$ cat config.mk
export PLATFORM = sky130hd
export DESIGN_NAME = ldev_cfg_bank
export DESIGN_NICKNAME = d
export VERILOG_FILES = /design/src/rtl/ldev_cfg_pkg.sv /design/src/rtl/ldev_reg_file.sv /design/src/rtl/ldev_rdmux.sv /design/src/rtl/ldev_io_decode.sv /design/src/rtl/ldev_cfg_bank.sv
export SDC_FILE = /design/constraint.sdc
export NUM_CORES = 1
export LEC_CHECK = 0
export BUFFER_PORTS_ARGS = -buffer_cell sky130_fd_sc_hd__buf_2
export CAP_MARGIN = 20
export CORE_ASPECT_RATIO = 1.1
export CORE_MARGIN = 2
export CORE_UTILIZATION = 45
export CTS_CLUSTER_DIAMETER = 150
export DETAILED_ROUTE_END_ITERATION = 8
export GPL_ROUTABILITY_DRIVEN = 0
export PLACE_DENSITY_LB_ADDON = 0.08
export SETUP_SLACK_MARGIN = 0.05
export SLEW_MARGIN = 20
export SYNTH_ARGS = -nofsm -noshare
export SYNTH_HDL_FRONTEND = slang
export SYNTH_HIERARCHICAL = 1
export SYNTH_SLANG_ARGS = --single-unit
$ cat constraint.sdc
create_clock -name clk_i -period 1.8 [get_ports clk_i]
set_input_delay 0.36 -clock clk_i [delete_from_list [all_inputs] [get_ports clk_i]]
set_output_delay 0.36 -clock clk_i [all_outputs]
set_load 0.02 [all_outputs]
$ cat src/rtl/ldev_cfg_pkg.sv
package ldev_cfg_pkg;
  localparam int unsigned DATA_W  = 8;
  localparam int unsigned ADDR_W  = 12;
  localparam int unsigned ALIGN_W = 3;
  localparam int unsigned IRQ_W   = 4;
  localparam int unsigned DMA_W   = 3;
  localparam int unsigned HI_W    = ADDR_W - 8;

  localparam logic [7:0] IDX_ACT     = 8'h30;
  localparam logic [7:0] IDX_RCHK    = 8'h31;
  localparam logic [7:0] IDX_BASE_HI = 8'h60;
  localparam logic [7:0] IDX_BASE_LO = 8'h61;
  localparam logic [7:0] IDX_IRQ     = 8'h70;
  localparam logic [7:0] IDX_ITYPE   = 8'h71;
  localparam logic [7:0] IDX_DMA     = 8'h74;

  typedef struct packed {
    logic                        act;
    logic                        rc_en;
    logic                        rc_pat;
    logic [ADDR_W-1:ALIGN_W]     base;
    logic [IRQ_W-1:0]            irq;
    logic [DMA_W-1:0]            dma;
  } ldev_cfg_t;
endpackage

$ cat src/rtl/ldev_reg_file.sv
module ldev_reg_file
  import ldev_cfg_pkg::*;
#(
  parameter int unsigned IRQ_LO  = 3,
  parameter int unsigned IRQ_HI  = 11,
  parameter int unsigned DMA_RST = 1
) (
  input  logic              clk_i,
  input  logic              rst_ni,
  input  logic              wr_i,
  input  logic [7:0]        idx_i,
  input  logic [DATA_W-1:0] wdata_i,
  output ldev_cfg_t         cfg_o
);
  localparam logic [IRQ_W-1:0] IRQ_LO_C  = IRQ_W'(IRQ_LO);
  localparam logic [IRQ_W-1:0] IRQ_HI_C  = IRQ_W'(IRQ_HI);
  localparam logic [DMA_W-1:0] DMA_RST_C = DMA_W'(DMA_RST);

  ldev_cfg_t        cfg_q;
  logic [IRQ_W-1:0] irq_code;
  logic             irq_ok;
  logic             rchk_ok;

  assign irq_code = wdata_i[IRQ_W-1:0];
  assign irq_ok   = (irq_code == '0) || ((irq_code >= IRQ_LO_C) && (irq_code <= IRQ_HI_C));
  // test mode may only be switched on while the device is off
  assign rchk_ok  = !cfg_q.act || !wdata_i[1];

  always_ff @(posedge clk_i or negedge rst_ni) begin
    if (!rst_ni) begin
      cfg_q     <= '0;
      cfg_q.dma <= DMA_RST_C;
    end else if (wr_i) begin
      case (idx_i)
        IDX_ACT:     cfg_q.act <= wdata_i[0];
        IDX_RCHK: begin
          if (rchk_ok) begin
            cfg_q.rc_en  <= wdata_i[1];
            cfg_q.rc_pat <= wdata_i[0];
          end
        end
        IDX_BASE_HI: cfg_q.base[ADDR_W-1:8] <= wdata_i[HI_W-1:0];
        IDX_BASE_LO: cfg_q.base[7:ALIGN_W]  <= wdata_i[7:ALIGN_W];
        IDX_IRQ:     if (irq_ok) cfg_q.irq <= irq_code;
        IDX_DMA:     cfg_q.dma <= wdata_i[DMA_W-1:0];
        default: ;
      endcase
    end
  end

  assign cfg_o = cfg_q;
endmodule

$ cat src/rtl/ldev_rdmux.sv
module ldev_rdmux
  import ldev_cfg_pkg::*;
#(
  parameter logic [DATA_W-1:0] ITYPE_VAL = 8'h02
) (
  input  logic              en_i,
  input  logic [7:0]        idx_i,
  input  ldev_cfg_t         cfg_i,
  output logic [DATA_W-1:0] rdata_o
);
  always_comb begin
    rdata_o = '0;
    if (en_i) begin
      case (idx_i)
        IDX_ACT:     rdata_o = {{(DATA_W-1){1'b0}}, cfg_i.act};
        IDX_RCHK:    rdata_o = {{(DATA_W-2){1'b0}}, cfg_i.rc_en, cfg_i.rc_pat};
        IDX_BASE_HI: rdata_o = {{(DATA_W-HI_W){1'b0}}, cfg_i.base[ADDR_W-1:8]};
        IDX_BASE_LO: rdata_o = {cfg_i.base[7:ALIGN_W], {ALIGN_W{1'b0}}};
        IDX_IRQ:     rdata_o = {{(DATA_W-IRQ_W){1'b0}}, cfg_i.irq};
        IDX_ITYPE:   rdata_o = ITYPE_VAL;
        IDX_DMA:     rdata_o = {{(DATA_W-DMA_W){1'b0}}, cfg_i.dma};
        default:     rdata_o = '0;
      endcase
    end
  end
endmodule

$ cat src/rtl/ldev_io_decode.sv
module ldev_io_decode
  import ldev_cfg_pkg::*;
#(
  parameter logic [ADDR_W-1:0] BASE_MIN = 12'h100,
  parameter logic [DATA_W-1:0] PAT_SET  = 8'h55,
  parameter logic [DATA_W-1:0] PAT_CLR  = 8'hAA
) (
  input  logic                    clk_i,
  input  logic                    rst_ni,
  input  logic                    rd_i,
  input  logic [ADDR_W-1:0]       addr_i,
  input  logic                    act_i,
  input  logic                    rc_en_i,
  input  logic                    rc_pat_i,
  input  logic [ADDR_W-1:ALIGN_W] base_i,
  output logic                    vld_o,
  output logic                    fwd_o,
  output logic                    resp_o,
  output logic [DATA_W-1:0]       data_o
);
  logic base_ok, hit, fwd_d, resp_d;

  assign base_ok = base_i >= BASE_MIN[ADDR_W-1:ALIGN_W];
  assign hit     = rd_i && base_ok && (act_i || rc_en_i) &&
                   (addr_i[ADDR_W-1:ALIGN_W] == base_i);
  assign fwd_d   = hit && act_i;
  assign resp_d  = hit && !act_i && rc_en_i;

  always_ff @(posedge clk_i or negedge rst_ni) begin
    if (!rst_ni) begin
      vld_o  <= 1'b0;
      fwd_o  <= 1'b0;
      resp_o <= 1'b0;
      data_o <= '0;
    end else begin
      vld_o  <= rd_i;
      fwd_o  <= fwd_d;
      resp_o <= resp_d;
      data_o <= resp_d ? (rc_pat_i ? PAT_SET : PAT_CLR) : '0;
    end
  end
endmodule

$ cat src/rtl/ldev_cfg_bank.sv
module ldev_cfg_bank
  import ldev_cfg_pkg::*;
#(
  parameter int unsigned       IRQ_LO    = 3,
  parameter int unsigned       IRQ_HI    = 11,
  parameter int unsigned       DMA_RST   = 1,
  parameter logic [ADDR_W-1:0] BASE_MIN  = 12'h100,
  parameter logic [DATA_W-1:0] PAT_SET   = 8'h55,
  parameter logic [DATA_W-1:0] PAT_CLR   = 8'hAA,
  parameter logic [DATA_W-1:0] ITYPE_VAL = 8'h02
) (
  input  logic              clk_i,
  input  logic              rst_ni,
  input  logic              cfg_en_i,
  input  logic              cfg_wr_i,
  input  logic [7:0]        cfg_idx_i,
  input  logic [DATA_W-1:0] cfg_wdata_i,
  output logic [DATA_W-1:0] cfg_rdata_o,
  input  logic              io_rd_i,
  input  logic [ADDR_W-1:0] io_addr_i,
  output logic              io_vld_o,
  output logic              dev_fwd_o,
  output logic              chk_resp_o,
  output logic [DATA_W-1:0] chk_data_o,
  output logic              irq_en_o,
  output logic [IRQ_W-1:0]  irq_num_o,
  output logic [DMA_W-1:0]  dma_ch_o
);
  ldev_cfg_t cfg_q;
  logic      dev_act, rc_on;

  assign dev_act = cfg_q.act;
  assign rc_on   = cfg_q.rc_en;

  ldev_reg_file #(.IRQ_LO(IRQ_LO), .IRQ_HI(IRQ_HI), .DMA_RST(DMA_RST)) u_regs (
    .clk_i   (clk_i),
    .rst_ni  (rst_ni),
    .wr_i    (cfg_wr_i && cfg_en_i),
    .idx_i   (cfg_idx_i),
    .wdata_i (cfg_wdata_i),
    .cfg_o   (cfg_q)
  );

  ldev_rdmux #(.ITYPE_VAL(ITYPE_VAL)) u_rdmux (
    .en_i    (cfg_en_i),
    .idx_i   (cfg_idx_i),
    .cfg_i   (cfg_q),
    .rdata_o (cfg_rdata_o)
  );

  ldev_io_decode #(.BASE_MIN(BASE_MIN), .PAT_SET(PAT_SET), .PAT_CLR(PAT_CLR)) u_dec (
    .clk_i    (clk_i),
    .rst_ni   (rst_ni),
    .rd_i     (io_rd_i),
    .addr_i   (io_addr_i),
    .act_i    (dev_act),
    .rc_en_i  (rc_on),
    .rc_pat_i (cfg_q.rc_pat),
    .base_i   (cfg_q.base),
    .vld_o    (io_vld_o),
    .fwd_o    (dev_fwd_o),
    .resp_o   (chk_resp_o),
    .data_o   (chk_data_o)
  );

  assign irq_en_o  = cfg_q.irq != '0;
  assign irq_num_o = cfg_q.irq;
  assign dma_ch_o  = cfg_q.dma;
endmodule

==> report_table.html <==
<table>
<tr><th>Metric</th><th>Value</th></tr>
<tr><th colspan="2">Power</th></tr>
<tr><td>Clock share of power</td><td>34.0%</td></tr>
<tr><td>Overall Power</td><td>1.15 mW</td></tr>
<tr><td>Cell Pwr Density</td><td>544 mW/mm^2</td></tr>
<tr><td>Leakage power</td><td>1.03 nW</td></tr>
<tr><td>Flop pwr share</td><td>49.2%</td></tr>
<tr><td>Switching Share</td><td>24.1%</td></tr>
<tr><td>Worst supply voltage drop on vdd</td><td>0.376 mV</td></tr>
<tr><td>P_sw</td><td>277 uW</td></tr>
<tr><td>Share of power burned in combinational logic</td><td>16.9%</td></tr>
<tr><td>Internal power contribution</td><td>871 uW</td></tr>
<tr><th colspan="2">STA</th></tr>
<tr><td>Setup skew after layout</td><td>0.00735 ns</td></tr>
<tr><td>Total negative slack for setup checks</td><td>-1.80 ns</td></tr>
<tr><td>Max Fclk</td><td>0.485 GHz</td></tr>
<tr><td>Slew @ Worst Pin</td><td>0.538 ns</td></tr>
<tr><td>Final number of hold-violating endpoints</td><td>0</td></tr>
<tr><td>Total count of max-transition violations in the final report</td><td>0</td></tr>
<tr><td>Relative slew margins</td><td>64.1%</td></tr>
<tr><td>Tcrit/Tclk final</td><td>115%</td></tr>
<tr><td>Endpoints failing setup</td><td>9</td></tr>
<tr><td>Unrepaired setup endpoints after global routing</td><td>true</td></tr>
<tr><td>Post-route worst setup slack</td><td>-0.262 ns</td></tr>
<tr><td>Tmin final</td><td>2.06 ns</td></tr>
<tr><td>Hold slack final</td><td>0.00601 ns</td></tr>
<tr><th colspan="2">Route</th></tr>
<tr><td>Post-DR vias/cell</td><td>5.49</td></tr>
<tr><td>DR WL/cell</td><td>15.8 um</td></tr>
<tr><td>Detailed-routing iteration count for the pre-antenna-repair pass</td><td>4</td></tr>
<tr><td>Sum of routed wire length over all layers</td><td>3890 um</td></tr>
<tr><td>Detailed-route via count</td><td>1350</td></tr>
<tr><td>Post-route antenna net violation count</td><td>0</td></tr>
<tr><td>Detailed-route DRC error count</td><td>0</td></tr>
<tr><td>DRC marker count from the first detailed-route iteration</td><td>64</td></tr>
<tr><th colspan="2">Clock network</th></tr>
<tr><td>TritonCTS buffer count</td><td>3</td></tr>
<tr><td>Hold buffers post-CTS</td><td>0</td></tr>
<tr><td>TritonCTS clock tree</td><td>done</td></tr>
<tr><td>Clock slew seen by the registers of the worst setup and hold paths</td><td>0.14 ns</td></tr>
<tr><td>Clock root buffer</td><td>clkbuf_4</td></tr>
<tr><td>Clock Path Buffers</td><td>2</td></tr>
<tr><td>Insertion delay to the later sink of the worst-skew pair</td><td>0.31 ns</td></tr>
<tr><td># clock sinks</td><td>24</td></tr>
<tr><td>Maximum level of the CTS H-tree</td><td>1</td></tr>
<tr><th colspan="2">Yosys</th></tr>
<tr><td>Syn Nets</td><td>171</td></tr>
<tr><td>Post-synthesis register bit count</td><td>24</td></tr>
<tr><td>Cell variety after synth</td><td>44</td></tr>
<tr><td>Total number of yosys warnings</td><td>6</td></tr>
<tr><td>Post-Synthesis Mean Instance Area</td><td>11.0 um^2</td></tr>
<tr><td>Number of instances in the synthesized netlist</td><td>138</td></tr>
<tr><td>Portion of the post-synthesis area used by sequential elements</td><td>39.8%</td></tr>
<tr><td>Async S/R FF share, synth</td><td>100%</td></tr>
<tr><td>Prevailing post-synth register cell</td><td>dfrtp_1</td></tr>
<tr><td>Post-synth design cell area</td><td>0.00151 mm^2</td></tr>
<tr><td>Count of flip-flops with a built-in enable after synthesis</td><td>0</td></tr>
<tr><th colspan="2">Global routing</th></tr>
<tr><td>Global-route wire length before repair</td><td>6220 um</td></tr>
<tr><td>Antenna violations before repair</td><td>0</td></tr>
<tr><td>Maximum number of pins on one net before global-route repair</td><td>25</td></tr>
<tr><td>Overall track demand over capacity in global routing</td><td>21.2%</td></tr>
<tr><td>GR Overflow Total</td><td>0</td></tr>
<tr><td>Number of global-route vias before repair</td><td>1336</td></tr>
<tr><th colspan="2">Worst setup path</th></tr>
<tr><td>Critical Path Start Type</td><td>input port</td></tr>
<tr><td>Kind of capture point of the worst setup path</td><td>output port</td></tr>
<tr><td>Classification of the worst setup path</td><td>in2out</td></tr>
<tr><td>Crit path DAT</td><td>1.70 ns</td></tr>
<tr><td>Critical path, cell by cell</td><td>buf_6, or4b_4, a211oi_2, o21ai_2, a21oi_2, buf_4</td></tr>
<tr><td>Critical path required time</td><td>1.44 ns</td></tr>
<tr><td>Critical Path Slowest Stage Cell</td><td>or4b_4</td></tr>
<tr><td>Largest fanout on the critical path</td><td>5</td></tr>
<tr><td>Critical Path Max Stage Delay</td><td>0.61 ns</td></tr>
<tr><th colspan="2">Placement</th></tr>
<tr><td>Placed standard-cell area</td><td>0.00193 mm^2</td></tr>
<tr><td>Setup slack after placement</td><td>-0.323 ns</td></tr>
<tr><td>Placed cells</td><td>238</td></tr>
<tr><td>Half-perimeter wire length after detailed placement</td><td>2960 um</td></tr>
<tr><td>Number of I/O port buffers</td><td>56</td></tr>
<tr><th colspan="2">Floorplanning</th></tr>
<tr><td>Number of top-level design ports</td><td>60</td></tr>
<tr><td>Site row count</td><td>22</td></tr>
<tr><td>Floorplan die area</td><td>0.00384 mm^2</td></tr>
<tr><td>Area of the placeable core</td><td>0.00328 mm^2</td></tr>
<tr><td>Die Width</td><td>59.3 um</td></tr>
<tr><td>Initial Utilization</td><td>46.1%</td></tr>
<tr><td>Floorplan die height</td><td>64.8 um</td></tr>
<tr><th colspan="2">Finish</th></tr>
<tr><td>Layout Cell Area excl Fill</td><td>0.00211 mm^2</td></tr>
<tr><td>Non-filler instance count after layout</td><td>246</td></tr>
<tr><td>Diode insertion count for antenna repair</td><td>0</td></tr>
<tr><td>Most common cell after layout, fill and taps aside</td><td>buf_2</td></tr>
<tr><td>Share of post-route cells with drive strength above 1</td><td>60.5%</td></tr>
<tr><td>Signed area change from the synthesized netlist to the final layout</td><td>39.5%</td></tr>
<tr><td>Most frequent cells in the layout</td><td>buf_2 (45), buf_4 (24), dfrtp_1 (23)</td></tr>
<tr><td>Final core area utilization</td><td>64.4%</td></tr>
<tr><td>Net count reported at finish</td><td>244</td></tr>
<tr><th colspan="2">Run status</th></tr>
<tr><td>Result of the run</td><td>finished with violations</td></tr>
<tr><td>Violated checks</td><td>negative setup slack</td></tr>
<tr><th colspan="2">Min path</th></tr>
<tr><td>Hold WC Path Type</td><td>in2async</td></tr>
<tr><th colspan="2">Flow run</th></tr>
<tr><td>Max-Cap Viols</td><td>0</td></tr>
</table>
-- repair_timing --
item | 4_1_cts | 5_1_grt
resized for setup | 19 | 8
buffers inserted | 3 | 1
endpoints found under the setup margin | 9 | 11
pin swaps | 9 | 6
-- registers in the layout, indices dropped and copies added (netlist names) --
register	count
u_dec/fwd_o	1
u_dec/vld_o	1
u_regs/cfg_o	19
u_dec/data_o	2
u_dec/resp_o	1
-- path summary, 6_finish.rpt --
| check | startpoint | cells after the start | end | slack (ns) |
|---|---|---|---|---|
| worst max register to register | u_regs/cfg_o[12] | 4 | u_dec/data_o[5] | 0.21 |
| min in group clk_i | io_rd_i | 1 | u_dec/vld_o | 0.18 |
| worst max-delay path | cfg_idx_i[3] | 6 | cfg_rdata_o[1] | -0.26 |
| max in group asynchronous | rst_ni | 1 | u_regs/cfg_o[0] | 1.42 |
| worst min register to register | u_regs/cfg_o[1] | 1 | u_regs/cfg_o[1] | 0.54 |
| worst min-delay path | rst_ni | 1 | u_dec/data_o[6] | 0.006 |
-- cells in the mapped netlist, drive strengths merged (3+ instances only) --
library cell	instances	share of area [%]
mux2	20	16
buf	8	3.6
and2	5	2.1
xor2	3	1.7
nor2	6	1.7
o21ai	4	1.6
dfrtp	23	38
nand3	8	2.6
a21oi	5	1.7
nor4	5	3.1
nand4	3	1.2
nand2	4	0.99
xnor2	3	1.7
inv	5	1.2
nand3b	4	2.0
nand2b	3	1.2
nor3b	3	1.5
-- power groups by stage --
stage / combinational, mW / sequential (mW) / clock [mW]
2_1_floorplan: 0.0685 / 0.577 / 0
3_3_place_gp: 0.173 / 0.575 / 0
3_5_place_dp: 0.179 / 0.575 / 0
4_1_cts: 0.189 / 0.565 / 0.404
5_1_grt: 0.211 / 0.567 / 0.425
6_report: 0.193 / 0.565 / 0.390
-- cell type report --
cell class	instances	area [um^2]
Multi-Input combinational cell	100	895
Timing Repair Buffer	77	495
Clock inverter	1	30.0
Fill cell	280	1170
Sequential cell	24	602
Clock buffer	3	22.5
Inverter	5	18.8
Tap cell	36	45.0
-- worst max-delay path: cells and delay by family --
kind | cells | cell delay [ns]
AOI/OAI and AO/OA | 3 | 0.48
buffers and inverters | 2 | 0.24
and+or+nand+nor | 1 | 0.61
-- routing by layer --
layer	vias to the layer above	global-route usage, %	part of all wire, %
li1	651	-	-
met1	655	25.1	41
met2	39	37.9	53
met3	5	3.59	4.4
met4	0	6.82	1.0
met5	-	0	0
-- cells by family (layout without fill, tap and decap cells) --
| family | after synthesis | after routing | synth area share (%) |
|---|---|---|---|
| compound gates | 17 | 17 | 8.44 |
| xor+xnor | 6 | 6 | 3.48 |
| buf+inv | 14 | 86 | 5.13 |
| flops | 24 | 24 | 39.8 |
| mux | 22 | 22 | 17.5 |
| simple gates | 55 | 55 | 25.7 |
Note: power is estimated with default switching activity, not from simulation.
